--- src/rtl/lenpad_pkg.sv ---
// Shared constants and helpers for the length/pad block.
// Assumes: byte-wide stream, length field two bytes wide.
package lenpad_pkg;
    localparam int DEF_BYTE_W   = 8;
    localparam int DEF_CELL     = 48;
    localparam int DEF_TRAILER  = 8;
    localparam int DEF_HI_IDX   = 2;
    localparam int DEF_LO_IDX   = 3;
    localparam int DEF_IDX_W    = 3;

    // Largest shift s where div << s still fits in an in_w-bit word.
    function automatic int top_shift(input int in_w, input int div);
        return in_w - $clog2(div + 1);
    endfunction
endpackage

--- src/rtl/lp_hdr_capture.sv ---
// Header position tracker and length field capture.
// Counts accepted bytes from start-of-packet (index 0). Stores the high
// length byte at HI_IDX. At LO_IDX it loads the full length and raises a
// strobe for one cycle. Assumes HI_IDX < LO_IDX < 2**IDX_W - 1. The count
// saturates, and it starts saturated so bytes before the first sop are ignored.
module lp_hdr_capture #(
    parameter int BYTE_W = 8,
    parameter int IDX_W  = 3,
    parameter int HI_IDX = 2,
    parameter int LO_IDX = 3
) (
    input  logic                clk,
    input  logic                rst_n,
    input  logic                in_valid,
    input  logic                in_sop,
    input  logic [BYTE_W-1:0]   in_data,
    output logic [2*BYTE_W-1:0] len_q,
    output logic                cap_stb,
    output logic [2*BYTE_W-1:0] cap_val
);
    localparam logic [IDX_W-1:0] IDX_MAX = '1;
    localparam logic [IDX_W-1:0] HI_POS  = IDX_W'(HI_IDX);
    localparam logic [IDX_W-1:0] LO_POS  = IDX_W'(LO_IDX);

    logic [IDX_W-1:0]  cnt_q;
    logic [IDX_W-1:0]  idx;
    logic [BYTE_W-1:0] hi_q;

    // Position of the byte currently on the bus.
    assign idx     = in_sop ? '0 : cnt_q;
    assign cap_stb = in_valid && (idx == LO_POS);
    assign cap_val = {hi_q, in_data};

    // Saturating count of accepted header bytes.
    always_ff @(posedge clk) begin
        if (!rst_n)
            cnt_q <= IDX_MAX;
        else if (in_valid)
            cnt_q <= (idx == IDX_MAX) ? IDX_MAX : idx + 1'b1;
    end

    // High length byte holding register.
    always_ff @(posedge clk) begin
        if (!rst_n)
            hi_q <= '0;
        else if (in_valid && idx == HI_POS)
            hi_q <= in_data;
    end

    // Full length register, loaded on the low byte.
    always_ff @(posedge clk) begin
        if (!rst_n)
            len_q <= '0;
        else if (cap_stb)
            len_q <= cap_val;
    end

    p_cnt_hold_r6: assert property (@(posedge clk) disable iff (!rst_n)
        !in_valid |=> $stable(cnt_q));

    p_len_only_on_lo_r7: assert property (@(posedge clk) disable iff (!rst_n)
        !(in_valid && idx == LO_POS) |=> $stable(len_q));
endmodule

--- src/rtl/lp_mod_unit.sv ---
// Sequential remainder unit: operand mod DIV, by restoring subtraction.
// Starting from the largest shifted divisor that fits IN_W bits, each cycle
// subtracts DIV << step when possible. It takes SHIFT+1 cycles after start,
// then pulses done for one cycle with rem valid. abort drops a running job.
// Assumes start and abort are never high together.
module lp_mod_unit #(
    parameter int IN_W  = 17,
    parameter int DIV   = 48,
    parameter int RES_W = 6
) (
    input  logic             clk,
    input  logic             rst_n,
    input  logic             start,
    input  logic             abort,
    input  logic [IN_W-1:0]  operand,
    output logic [RES_W-1:0] rem,
    output logic             done
);
    localparam int SHIFT  = lenpad_pkg::top_shift(IN_W, DIV);
    localparam int STEP_W = $clog2(SHIFT + 1);
    localparam logic [STEP_W-1:0] STEP_TOP = STEP_W'(SHIFT);

    logic [IN_W-1:0]   rem_q;
    logic [STEP_W-1:0] step_q;
    logic              busy_q;
    logic [IN_W-1:0]   dsh;
    logic              fits;

    // Shifted divisor for the current step and the trial compare.
    assign dsh  = IN_W'(DIV) << step_q;
    assign fits = rem_q >= dsh;

    // Load, iterate, finish or abandon the remainder job.
    always_ff @(posedge clk) begin
        if (!rst_n) begin
            rem_q  <= '0;
            step_q <= '0;
            busy_q <= 1'b0;
            done   <= 1'b0;
        end else begin
            done <= 1'b0;
            if (abort) begin
                busy_q <= 1'b0;
            end else if (start) begin
                rem_q  <= operand;
                step_q <= STEP_TOP;
                busy_q <= 1'b1;
            end else if (busy_q) begin
                if (fits)
                    rem_q <= rem_q - dsh;
                if (step_q == '0) begin
                    busy_q <= 1'b0;
                    done   <= 1'b1;
                end else begin
                    step_q <= step_q - 1'b1;
                end
            end
        end
    end

    assign rem = rem_q[RES_W-1:0];

    p_rem_bound_r3: assert property (@(posedge clk) disable iff (!rst_n)
        done |-> (rem_q < IN_W'(DIV)));
endmodule

--- src/rtl/lp_ready_ctrl.sv ---
// Pad register and ready flag.
// On done it turns the remainder into a pad count (DIV - rem, or 0 when rem
// is 0). Ready rises on the cycle after the pad register loads and is cleared
// by clr (start of a packet). Assumes rem < DIV whenever done is high.
module lp_ready_ctrl #(
    parameter int DIV   = 48,
    parameter int RES_W = 6
) (
    input  logic             clk,
    input  logic             rst_n,
    input  logic             done,
    input  logic             clr,
    input  logic [RES_W-1:0] rem,
    output logic [RES_W-1:0] pad_q,
    output logic             ready_q
);
    logic fresh_q;

    // Pad register, loaded when the remainder is complete.
    always_ff @(posedge clk) begin
        if (!rst_n)
            pad_q <= '0;
        else if (done)
            pad_q <= (rem == '0) ? '0 : RES_W'(DIV) - rem;
    end

    // One-cycle marker that the pad register was just loaded.
    always_ff @(posedge clk) begin
        if (!rst_n)
            fresh_q <= 1'b0;
        else
            fresh_q <= done && !clr;
    end

    // Ready flag: set after the pad loads, cleared by a new packet.
    always_ff @(posedge clk) begin
        if (!rst_n)
            ready_q <= 1'b0;
        else if (clr)
            ready_q <= 1'b0;
        else if (fresh_q)
            ready_q <= 1'b1;
    end

    p_ready_after_pad_r4: assert property (@(posedge clk) disable iff (!rst_n)
        $rose(ready_q) |-> $past(fresh_q));
endmodule

--- src/rtl/pktlen_pad.sv ---
// Top: packet length extractor and cell pad calculator.
// Watches a byte stream (valid + sop) and captures the big-endian length
// from header bytes HI_IDX/LO_IDX. It computes the pad so that
// length + pad + TRAILER is a multiple of CELL, then flags ready. The stream
// passes by untouched. Assumes one byte per accepted beat.
module pktlen_pad #(
    parameter int BYTE_W  = lenpad_pkg::DEF_BYTE_W,
    parameter int CELL    = lenpad_pkg::DEF_CELL,
    parameter int TRAILER = lenpad_pkg::DEF_TRAILER,
    parameter int HI_IDX  = lenpad_pkg::DEF_HI_IDX,
    parameter int LO_IDX  = lenpad_pkg::DEF_LO_IDX,
    parameter int IDX_W   = lenpad_pkg::DEF_IDX_W
) (
    input  logic                     clk,
    input  logic                     rst_n,
    input  logic                     in_valid,
    input  logic                     in_sop,
    input  logic [BYTE_W-1:0]        in_data,
    output logic [2*BYTE_W-1:0]      out_len,
    output logic [$clog2(CELL)-1:0]  out_pad,
    output logic                     out_ready
);
    localparam int LEN_W = 2 * BYTE_W;
    localparam int SUM_W = LEN_W + 1;
    localparam int PAD_W = $clog2(CELL);

    logic              cap_stb;
    logic [LEN_W-1:0]  cap_val;
    logic [SUM_W-1:0]  operand;
    logic              sop_hit;
    logic [PAD_W-1:0]  rem;
    logic              mod_done;

    // A start-of-packet byte accepted this cycle.
    assign sop_hit = in_valid && in_sop;
    // Length plus trailer is the quantity to align.
    assign operand = SUM_W'(cap_val) + SUM_W'(TRAILER);

    lp_hdr_capture #(
        .BYTE_W (BYTE_W),
        .IDX_W  (IDX_W),
        .HI_IDX (HI_IDX),
        .LO_IDX (LO_IDX)
    ) u_cap (
        .clk      (clk),
        .rst_n    (rst_n),
        .in_valid (in_valid),
        .in_sop   (in_sop),
        .in_data  (in_data),
        .len_q    (out_len),
        .cap_stb  (cap_stb),
        .cap_val  (cap_val)
    );

    lp_mod_unit #(
        .IN_W  (SUM_W),
        .DIV   (CELL),
        .RES_W (PAD_W)
    ) u_mod (
        .clk     (clk),
        .rst_n   (rst_n),
        .start   (cap_stb),
        .abort   (sop_hit),
        .operand (operand),
        .rem     (rem),
        .done    (mod_done)
    );

    lp_ready_ctrl #(
        .DIV   (CELL),
        .RES_W (PAD_W)
    ) u_rdy (
        .clk     (clk),
        .rst_n   (rst_n),
        .done    (mod_done),
        .clr     (sop_hit),
        .rem     (rem),
        .pad_q   (out_pad),
        .ready_q (out_ready)
    );

    p_sum_aligned_r3: assert property (@(posedge clk) disable iff (!rst_n)
        out_ready |-> (((SUM_W + 1)'(out_len) + (SUM_W + 1)'(out_pad)
                        + (SUM_W + 1)'(TRAILER)) % CELL == 0));

    p_ready_clear_r5: assert property (@(posedge clk) disable iff (!rst_n)
        sop_hit |=> !out_ready);

    p_hold_r8: assert property (@(posedge clk) disable iff (!rst_n)
        (out_ready && !sop_hit) |=> (out_ready && $stable(out_len) && $stable(out_pad)));
endmodule

--- config.mk ---
export PLATFORM = sky130hd
export DESIGN_NAME = pktlen_pad
export DESIGN_NICKNAME = d
export VERILOG_FILES = /design/src/rtl/lenpad_pkg.sv /design/src/rtl/lp_hdr_capture.sv /design/src/rtl/lp_mod_unit.sv /design/src/rtl/lp_ready_ctrl.sv /design/src/rtl/pktlen_pad.sv
export SDC_FILE = /design/constraint.sdc
export NUM_CORES = 1
export LEC_CHECK = 0
export BUFFER_PORTS_ARGS = -buffer_cell sky130_fd_sc_hd__buf_2
export CAP_MARGIN = 40
export CORE_MARGIN = 2
export CORE_UTILIZATION = 30
export CTS_BUF_LIST = sky130_fd_sc_hd__clkbuf_4 sky130_fd_sc_hd__clkbuf_8 sky130_fd_sc_hd__clkbuf_16
export DETAILED_ROUTE_END_ITERATION = 10
export GPL_ROUTABILITY_DRIVEN = 0
export PLACE_DENSITY = 0.51
export SYNTH_ARGS = -nofsm -noshare
export SYNTH_HDL_FRONTEND = slang
export SYNTH_SLANG_ARGS = --single-unit
--- constraint.sdc ---
create_clock -name clk -period 2.95 [get_ports clk]
set_clock_uncertainty 0.15 [all_clocks]
set_input_delay 0.4425 -clock clk [delete_from_list [all_inputs] [get_ports clk]]
set_output_delay 0.4425 -clock clk [all_outputs]
set_load 0.005 [all_outputs]
# Yosys cells after proc, flatten, opt, wreduce, memory -nomap -nowiden
# Cells that the tools add are included.
# W data, S select, Z words.
classes:
  n_addsub: 5
  magnitude_cmp: 1
  n_eq_ne: 4
  shift: 1
  muxes: 13
  bitwise: 3
  n_reduce_logical: 13
op_table:
  columns: ["cell", "count"]
  rows:
  - ["$mux W17", 3]
  - ["$add A16 B4 Y17 const B", 1]
  - ["$ge A17 B17 Y1", 1]
  - ["$shl A6 B4 Y17 const A", 1]
  - ["$sub A17 B17 Y17", 1]
  - ["$mux W4", 3]
  - ["$eq A3 B2 Y1 const B", 2]
  - ["$logic_not A6 Y1", 1]
  - ["$mux W3", 2]
  - ["$mux W6", 1]
  - ["$reduce_and A3 Y1", 2]
  - ["$sub A6 B6 Y6 const A", 1]
  - ["$logic_and A1 B1 Y1", 4]
  - ["$logic_not A4 Y1", 1]
  - ["$mux W1", 4]
  - ["$reduce_bool A2 Y1", 2]
  - ["$reduce_or A4 Y1", 1]
  - ["$sub A4 B1 Y4 const B", 1]
  - ["$add A3 B1 Y3 const B", 1]
  - ["$eq A3 B3 Y1 const B", 1]
  - ["$not A1 Y1", 3]
  - ["$ne A2 B2 Y1 const B", 1]
  - ["$reduce_or A2 Y1", 1]
  - ["$logic_not A1 Y1", 1]
totals:
  reg_bits: 58
  inputBits: 12
  output_inout_bits: 23
  word_cells: 50

# Depth between registers and ports, before layout
# Gate-level depths: netlist of run 1.
logic_depth:
  depth_word: 5
  mapped_depth: 12
  mapped_depth_nobuf: 11

# Hierarchy
# A second synthesis of run 1 with hierarchy kept.
hier_totals:
  cells_unflattened: 442
  area_unflattened_um2: 3748.6
modules_own_cells:
  columns: ["mod", "instances", "cells_per_inst", "area_each_um2", "seq_area_each_um2"]
  rows:
  - ["lp_mod_unit", 1, 226, 1875.5, 460.4]
  - ["lp_hdr_capture", 1, 140, 1233.7, 540.5]
  - ["lp_ready_ctrl", 1, 41, 375.4, 160.2]
  - ["pktlen_pad", 1, 35, 264.0, 0.0]

# Worst setup path before layout of run 1
# OpenSTA, ideal clock, no wires.
synth_timing:
  kind: "flip-flop to flip-flop"
  startpoint: "reg u_mod.step_q[1]"
  endpoint: "reg u_mod.rem_q[9]"
  setup_time_ns: 0.116
  arrival_ns: 2.396
  required_ns: 2.684
  path_slack_ns: 0.287
  path_stages_with_launch: 11
  n_path_buf: 1
  synth_period_minus_slack_ns: 2.663
  path_cell_list: "dfxtp_1 -> inv_1 -> ha_1 -> nand2_1 -> ha_1 -> and3_2 -> a221oi_1 -> o21a_2 -> o21ai_4 -> buf_6 -> o211a_1"
synth_between:
  elab_chain_cells: 5
  elab_cells_between_ends: 8
  classes_between: "add/sub: 1; order compare: 1; shift: 1; mux: 3; reduce/logical: 2"
synth_lines:
  columns: ["element", "line_no", "rtl"]
  rows:
  - ["start: declaration", "lp_mod_unit.sv:24", "logic [STEP_W-1:0] step_q;"]
  - ["start signal: assignment", "lp_mod_unit.sv:55", "step_q <= step_q - 1'b1;"]
  - ["$shl A6 B4 Y17 (*)", "lp_mod_unit.sv:30", "assign dsh = IN_W'(DIV) << step_q;"]
  - ["$sub A17 B17 Y17", "lp_mod_unit.sv:50", "rem_q <= rem_q - dsh;"]
  - ["$mux W17", "lp_mod_unit.sv:49", "if (fits)"]
  - ["$mux W17", "lp_mod_unit.sv:48", "end else if (busy_q) begin"]
  - ["$mux W17", "lp_mod_unit.sv:44", "end else if (start) begin"]
  - ["end signal: assignment", "lp_mod_unit.sv:45", "rem_q <= operand;"]
  - ["end signal: assignment", "lp_mod_unit.sv:50", null]
  - ["end: declaration", "lp_mod_unit.sv:23", "logic [IN_W-1:0] rem_q;"]
# Every way passes the cells marked *; elsewhere a longest branch is shown, timed or not. The select of a mux whose other input is x is not followed.
# A chain may end at the register's enable or synchronous reset.

# Worst setup path in the final report of run 1
layout_timing:
  startpoint: "reg u_mod.step_q[1]"
  endpoint: "reg u_mod.rem_q[14]"
# Same word-level chain as after synthesis.

==> results.md, run 1 <==
* Peak supply drop at 0.315 mV
* Post-Synthesis Mean Instance Area at 8.19 um^2
* Layout overhead on the synthesized area at 17.9%
* Sum of negative setup slack at 0 ns
* Source of the critical timing path: u_mod.step_q[1]$_SDFFE_PN0P_
* Startpoint of the most critical register-to-register path: u_mod.step_q[1]$_SDFFE_PN0P_
* Flip-flop cell with the highest count after synthesis: sky130_fd_sc_hd__dfxtp_1
* Number of global-route vias before repair at around 2800
* Hold-fix buffer count after cts at 0
* Most frequent standard cell in the layout excluding fill and tap cells: sky130_fd_sc_hd__nand2_1
* R2r setup slk at 0.20 ns
* Height of the chip at about 110 um
* Post-CTS sizing at 0
* DRC marker count from the first detailed-route iteration at 141
* Arrival @ worst endpoint at 2.88 ns
* Wirelength, routed at 8780 um
* Clock network fraction of total power at 0.475
* Final setup violation count at 0
* Maximum fanout count along the critical path at 7
* Internal power of the cells at approximately 0.0014 W
* Total global routing track utilization at 0.157
* Worst-case hold slack at 0.226 ns
* Buffers on Ports at 34
* Number of buffers on the longest clock path at 2
* Maximum clock frequency at 363 MHz
* Minimum period implied by the final worst setup slack at 2.75 ns
* Biggest area consumer among synthesized cells: sky130_fd_sc_hd__dfxtp_1
* Antenna-violating nets left at 0
* Number of synthesized flops with an enable pin at 0
* Setup repair after global routing missed its margin: no
* Worst min-delay path startpoint: in_data[1]
* Insertion delay of the later-clocked pin in the worst-skew pair at 0.34 ns
* Slew headroom at 0.649
* Ys async rst share at 0
* Power per cell area at 464 nW/um^2
* Most used cells in the layout excluding fill and tap cells: sky130_fd_sc_hd__nand2_1 (70), sky130_fd_sc_hd__dfxtp_1 (56), sky130_fd_sc_hd__a21oi_1 (42)
* Final period utilization at 0.934
* Hold Crit Depth at 3
* Floorplan core area at roughly 11000 um^2
* WL per Instance at 14.8 um
* CTS H-tree depth at 3
* Fraction of layout instances using a drive strength above 1 at 0.199
* Synth warnings at 0
* Fraction of power spent switching nets at 0.234
* Type of the worst min-delay path: in2reg
* Number of antenna violations at the first check in global routing at 0
* Post-synthesis sequential element count at 58
* Kind of critical path: reg2reg
* Router iterations before antenna repair at 4
* WHS Endpoint: u_cap.len_q[1]$_SDFFE_PN0P_
* Data required time of the critical path at between 3 and 4 ns
* Total DRC errors in the routed layout at 0
* Leakage power total at ~1.7 nW
* Cell Area, Synth at 3340 um^2
* Via-per-instance ratio at 5.11
* Top cells by area in the synthesized netlist: sky130_fd_sc_hd__dfxtp_1 (35%), sky130_fd_sc_hd__nand2_1 (7.9%), sky130_fd_sc_hd__ha_1 (7.5%)
* Critical path launch point type: flop
* Sequential share of power at 0.441
* Number of different library cells in the post-synthesis netlist at 67
* Number of cells on the worst reg-to-reg path at 11
* Global-route wire length before repair at 14400 um
* Max-capacitance violation count at 0
* Max-slew violation count at 0
* Reg-to-Reg End: u_mod.rem_q[14]$_SDFFE_PN0P_
* Net count after synthesis at 440
* Number of antenna repair diodes at 0
* Least-Margin Pin Slew at 0.526 ns
* CP endpoint kind: flop
* Final Hold Violating Endpoints at 0
* Row count at 38
* Post-CTS setup buffers at 0
* Sum of net half-perimeters after detailed placement at 6400 um
* Result of the run: complete, no violations
* Number of instances in the synthesized netlist at 408
* Number of I/O pins at 35
* Final nets at 479
* Die ar. at approximately 12000 um^2
* Clock input transition at the sequential cells of the worst setup and hold paths at approximately 0.070 ns
* Number of buffers added by the clock tree synthesis step at 9
* Power dissipated by switching net loads at 0.000428 W
* CTS tree: done
* Seq/Total Area, Yosys at 0.348
* Fraction of power consumed by combinational cells at 0.083
* Die Width at 110 um
* CTS Sinks at a little under 60
* DR vias at approximately 3000
* Portion of synthesized cell area occupied by the leading cell type at 0.348
* Total grt overflow at 0
* Initial Util at 0.308
* Number of fillers in the final layout at 1151
* Pin count of the biggest net entering global routing at 40
* Clock root buffer: sky130_fd_sc_hd__clkbuf_8
[per-stage QoR]
stage	total power [W]	instances	util	worst slack, ns	instance area, um^2
finish	0.00183	592	0.363	0.196	3940
global route	0.00191	592	0.363	0.0398	3940
CTS	0.00185	592	0.362	0.0616	3930
detailed placement	0.000974	576	0.340	0.0810	3690
global placement	0.000974	576	0.340	0.138	3690
floorplan	0.000927	408	-	0.287	3340
[metal layers]
metal  vias up  GRT usage  wire [um]
met5         -          0          0
met2        72      0.246       4040
met3         8     0.0350        332
met4         0     0.0696        160
li1       1540          -          -
met1      1407      0.207       4240
[Yosys cell counts (2+ instances only)]
library cell,n
sky130_fd_sc_hd__clkbuf_8,3
sky130_fd_sc_hd__clkbuf_1,11
sky130_fd_sc_hd__a211o_1,3
sky130_fd_sc_hd__or3_1,5
sky130_fd_sc_hd__nand3_1,11
sky130_fd_sc_hd__o211a_1,2
sky130_fd_sc_hd__nor2_1,29
sky130_fd_sc_hd__and3_1,6
sky130_fd_sc_hd__mux2i_1,12
sky130_fd_sc_hd__and2_1,3
sky130_fd_sc_hd__inv_1,8
sky130_fd_sc_hd__nand2b_1,3
sky130_fd_sc_hd__o21ai_0,16
sky130_fd_sc_hd__xor2_1,8
sky130_fd_sc_hd__nand4_1,6
sky130_fd_sc_hd__a211oi_2,3
sky130_fd_sc_hd__nor2_2,2
sky130_fd_sc_hd__nor3_1,12
sky130_fd_sc_hd__a21o_1,6
sky130_fd_sc_hd__mux2_2,2
sky130_fd_sc_hd__xnor2_1,9
sky130_fd_sc_hd__nand2_1,70
sky130_fd_sc_hd__o211ai_1,2
sky130_fd_sc_hd__a311oi_1,2
sky130_fd_sc_hd__ha_1,20
sky130_fd_sc_hd__o21a_1,2
sky130_fd_sc_hd__buf_1,2
sky130_fd_sc_hd__a21oi_1,42
sky130_fd_sc_hd__a31oi_1,2
sky130_fd_sc_hd__buf_2,2
sky130_fd_sc_hd__nor2b_1,8
sky130_fd_sc_hd__and3_2,3
sky130_fd_sc_hd__a211oi_1,2
sky130_fd_sc_hd__dfxtp_1,58
[critical path, stage by stage, from the launching register on]
cell                        delay (ns)
sky130_fd_sc_hd__dfxtp_1          0.33
sky130_fd_sc_hd__inv_1            0.10
sky130_fd_sc_hd__ha_1             0.23
sky130_fd_sc_hd__mux2_2           0.28
sky130_fd_sc_hd__nand2b_1         0.07
sky130_fd_sc_hd__ha_1             0.30
sky130_fd_sc_hd__and2_0           0.18
sky130_fd_sc_hd__o21ai_0          0.29
sky130_fd_sc_hd__a21oi_1          0.19
sky130_fd_sc_hd__a211o_1          0.30
sky130_fd_sc_hd__a2bb2oi_1        0.13
sky130_fd_sc_hd__a21oi_1          0.14
[cells by family (layout without fill, tap and decap cells)]
family | after synthesis | after routing | share of synthesized area
fa+ha+maj | 20 | 20 | 0.0749
mux | 14 | 14 | 0.0427
xor+xnor | 17 | 17 | 0.0446
buf+inv | 29 | 73 | 0.0457
flops | 58 | 58 | 0.348
simple gates | 166 | 166 | 0.234
compound gates | 104 | 104 | 0.210
[sequential cells by signal, summed over array words and instances, names as in the netlist]
name and count:
u_cap.cnt_q 3, u_cap.hi_q 8, u_cap.len_q 16, u_mod.busy_q 1, u_mod.done 1, u_mod.rem_q 17
u_mod.step_q 4, u_rdy.fresh_q 1, u_rdy.pad_q 6, u_rdy.ready_q 1
[cell type report]
class / count / area (um^2) / area share
multi-input cells: 321 / 2040 / 0.518
well taps: 140 / 175 / 0.0445
clock buffers: 12 / 165 / 0.0419
flip-flops and latches: 58 / 1160 / 0.295
inverters: 9 / 33.8 / 0.00857
clock inverters: 4 / 72.6 / 0.0184
repair buffers: 48 / 288 / 0.0730
[worst max path at each step]
stage          slack [ns]  cells past startpoint                           end
2_1_floorplan        0.29                     10   u_mod.rem_q[9]$_SDFFE_PN0P_
3_3_place_gp         0.14                     10  u_mod.rem_q[16]$_SDFFE_PN0P_
3_5_place_dp         0.08                     10  u_mod.rem_q[16]$_SDFFE_PN0P_
4_1_cts              0.06                     10  u_mod.rem_q[16]$_SDFFE_PN0P_
5_1_grt              0.04                     11  u_mod.rem_q[13]$_SDFFE_PN0P_
6_report             0.20                     11  u_mod.rem_q[14]$_SDFFE_PN0P_
[power groups by stage]
| stage | Clock, W | Combinational [W] | Sequential (W) |
|---|---|---|---|
| after global routing | 0.000930 | 0.000171 | 0.000807 |
| after detailed placement | 0 | 0.000151 | 0.000824 |
| after CTS | 0.000895 | 0.000153 | 0.000806 |
| final | 0.000868 | 0.000152 | 0.000806 |
| after floorplan | 0 | 0.000106 | 0.000821 |
| after global placement | 0 | 0.000151 | 0.000823 |
Power figures use the tool's default switching activity.
==> run 2, diff against run 1 <==
- PLACE_DENSITY: 0.51 -> unset
==> run 2 against run 1 <==
  * Cell count is 0.17% higher
  * Largest power group unchanged
  * Register-to-register slack worse by 0.04 ns
  * Clock power is 6.5% higher
  * Flip-flop and latch count stayed put
  * Non-clock buffer count is 1 lower
==> results.md, run 2 (same netlist as run 1, synthesis figures left out) <==
* Number of antenna violations at the first check in global routing at 0 (unchanged)
* Die Width at 110 um (unchanged)
* Most frequent standard cell in the layout excluding fill and tap cells: sky130_fd_sc_hd__nand2_1
* Startpoint of the most critical register-to-register path: u_mod.step_q[0]$_SDFFE_PN0P_
* Data required time of the critical path at 3.01 ns (-0.06 ns)
* Number of global-route vias before repair at 2802 (-1.3%)
* Pre-CTS WS at -0.128 ns (-0.209 ns)
* Fraction of layout instances using a drive strength above 1 at 0.201 (+0.00177)
* Final setup violation count at 0 (unchanged)
* R2r setup slk at 0.16 ns (-0.04 ns)
* Kind of critical path: reg2reg
* Largest regs: u_mod.rem_q x17, u_cap.len_q x16, u_cap.hi_q x8
* Minimum period implied by the final worst setup slack at 2.79 ns (+0.0366 ns)
* Clock root buffer: sky130_fd_sc_hd__clkbuf_8
* Number of cells on the worst reg-to-reg path at 10 (-1)
* Initial Util at 0.308 (unchanged)
* Result of the run: complete, no violations
* Least-Margin Pin Slew at 0.528 ns (+0.00187 ns)
* Maximum fanout count along the critical path at 5 (-2)
* Height of the chip at 110 um (unchanged)
* Critical path buffers and inverters at 1 (unchanged)
* Peak supply drop at 0.279 mV (-11%)
* Gate family responsible for the most delay along the worst path: compound AO/OA/AOI/OAI gates
* Flip-flop count of the largest register, all copies and words added at 17 (unchanged)
* Via-per-instance ratio at 5.14 (+0.46%)
* Antenna-violating nets left at 0 (unchanged)
* Number of I/O pins at 35 (unchanged)
* Overall power after layout at 0.00188 W (+3.0%)
* Router iterations before antenna repair at 4 (unchanged)
* Total grt overflow at 0 (unchanged)
* Arrival @ worst endpoint at 2.85 ns (-0.03 ns)
* Setup repair after global routing missed its margin: no
* Pin count of the biggest net entering global routing at 40 (unchanged)
* Critical path launch point type: flop
* Global-route wire length before repair at 14200 um (-1.7%)
* Max stage delay on crit path at 0.41 ns (+0.08 ns)
* Final period utilization at 0.946 (+0.0124)
* Number of antenna repair diodes at 0 (unchanged)
* Hold Crit Depth at 3 (unchanged)
* Top register by number of flip-flops: u_mod.rem_q
* Final Util at 0.366 (+0.00219)
* Sum of net half-perimeters after detailed placement at 6180 um (-3.5%)
* Power per cell area at 475 nW/um^2 (+2.4%)
* Final Hold Violating Endpoints at 0 (unchanged)
* Maximum clock frequency at 358 MHz (-1.3%)
* WHS Endpoint: u_cap.len_q[1]$_SDFFE_PN0P_
* WL per Instance at 14.7 um (-0.68%)
* Critical Path Slowest Stage Cell: sky130_fd_sc_hd__dfxtp_1
* Number of buffers added by the clock tree synthesis step at 9 (unchanged)
* Number of buffers on the longest clock path at 2 (unchanged)
* Slew headroom at 0.648 (about the same)
* Max-capacitance violation count at 0 (unchanged)
* Cell-by-cell listing of the critical path: inv_1 -> ha_1 -> nand2_1 -> ha_1 -> a21oi_1 -> a21oi_1 -> a2111oi_2 -> xor2_1 -> a21o_1 -> a21oi_1
* Leakage power total at 1.66 nW (+0.39%)
* Row count at 38 (unchanged)
* Layout overhead on the synthesized area at 18.7%
* Final nets at 480 (+0.21%)
* Buffers on Ports at 34 (unchanged)
* Most used cells in the layout excluding fill and tap cells: sky130_fd_sc_hd__nand2_1 (70), sky130_fd_sc_hd__dfxtp_1 (58), sky130_fd_sc_hd__a21oi_1 (42)
* Reg-to-Reg End: u_mod.rem_q[10]$_SDFFE_PN0P_
* Worst min-delay path startpoint: in_data[1]
* Insertion delay of the later-clocked pin in the worst-skew pair at 0.34 ns (about the same)
* CP endpoint kind: flop
* DRC marker count from the first detailed-route iteration at 288 (+100%)
* Floorplan core area at 10800 um^2 (unchanged)
* Die ar. at 12000 um^2 (unchanged)
* Wirelength, routed at 8730 um (-0.51%)
* Total global routing track utilization at 0.151 (-0.00665)
* Setup slack after layout at 0.159 ns (-0.0366 ns)
* Clock input transition at the sequential cells of the worst setup and hold paths at 0.08 ns (about the same)
* Type of the worst min-delay path: in2reg
* DR vias at 3046 (+0.63%)
* CTS tree: done
* CTS H-tree depth at 3 (unchanged)
* Total DRC errors in the routed layout at 0 (unchanged)
* Max-slew violation count at 0 (unchanged)
* Most frequent CP cell: sky130_fd_sc_hd__a21oi_1
* CTS Sinks at 58 (unchanged)
[run 2: worst register-to-register path, delay by kind of cell, from the launching register on]
kind                       cells  cell delay (ns)
AOI/OAI and AO/OA              5             1.04
adders and majority gates      2             0.68
DFF                            1             0.41
xor gates and xnor gates       1             0.23
buffers and inverters          1             0.09
and+or+nand+nor                1             0.08
[run 2: per-stage QoR]
step	instances	hold WS, ns	cell area (um^2)	setup TNS, ns
finish	593	0.222	3960	0
global route	593	0.217	3960	0
CTS	591	0.208	3920	0
detailed placement	574	0.295	3660	-0.207
global placement	574	0.290	3660	-0.00678
floorplan	408	0.272	3340	0
[run 2: worst max path at each step]
stage | start | end | slack [ns] | cells after the start
global placement | u_mod.step_q[0]$_SDFFE_PN0P_ | u_mod.rem_q[9]$_SDFFE_PN0P_ | -0.007 | 10
CTS | u_mod.step_q[2]$_SDFFE_PN0P_ | u_mod.rem_q[9]$_SDFFE_PN0P_ | 0.03 | 9
detailed placement | u_mod.step_q[0]$_SDFFE_PN0P_ | u_mod.rem_q[9]$_SDFFE_PN0P_ | -0.13 | 10
floorplan | u_mod.step_q[1]$_SDFFE_PN0P_ | u_mod.rem_q[9]$_SDFFE_PN0P_ | 0.29 | 10
finish | u_mod.step_q[0]$_SDFFE_PN0P_ | u_mod.rem_q[10]$_SDFFE_PN0P_ | 0.16 | 10
global route | u_mod.step_q[0]$_SDFFE_PN0P_ | u_mod.rem_q[13]$_SDFFE_PN0P_ | 0.004 | 10
[run 2: where the power goes]
group | internal [W] | switching (W) | leakage [nW]
logic | 0.0000594 | 0.0000924 | 1.07
registers | 0.000794 | 0.0000110 | 0.468
clock network | 0.000568 | 0.000356 | 0.124
[run 2: routing by layer]
| metal | up-vias | track usage | wire (um) |
|---|---|---|---|
| li1 | 1541 | - | - |
| met1 | 1415 | 0.193 | 4100 |
| met2 | 75 | 0.241 | 3980 |
| met3 | 15 | 0.0285 | 361 |
| met4 | 0 | 0.0787 | 283 |
| met5 | - | 0 | 0 |
[run 2: area by class of cell]
cell class	instances	area (um^2)
clock buffer	9	124
clock inverter	7	125
fill	1142	6880
inverter	9	33.8
multi-input combinational	323	2080
sequential	58	1160
tap	140	175
timing repair buffer	47	268
[run 2: what timing repair did]
action / CTS / global route
pin swaps: 1 / 2
hold buffers: 0 / 0
setup buffers: 0 / 1
gates resized for setup: 0 / 8
setup endpoints to repair: 6 / 13
gates cloned: 1 / 1
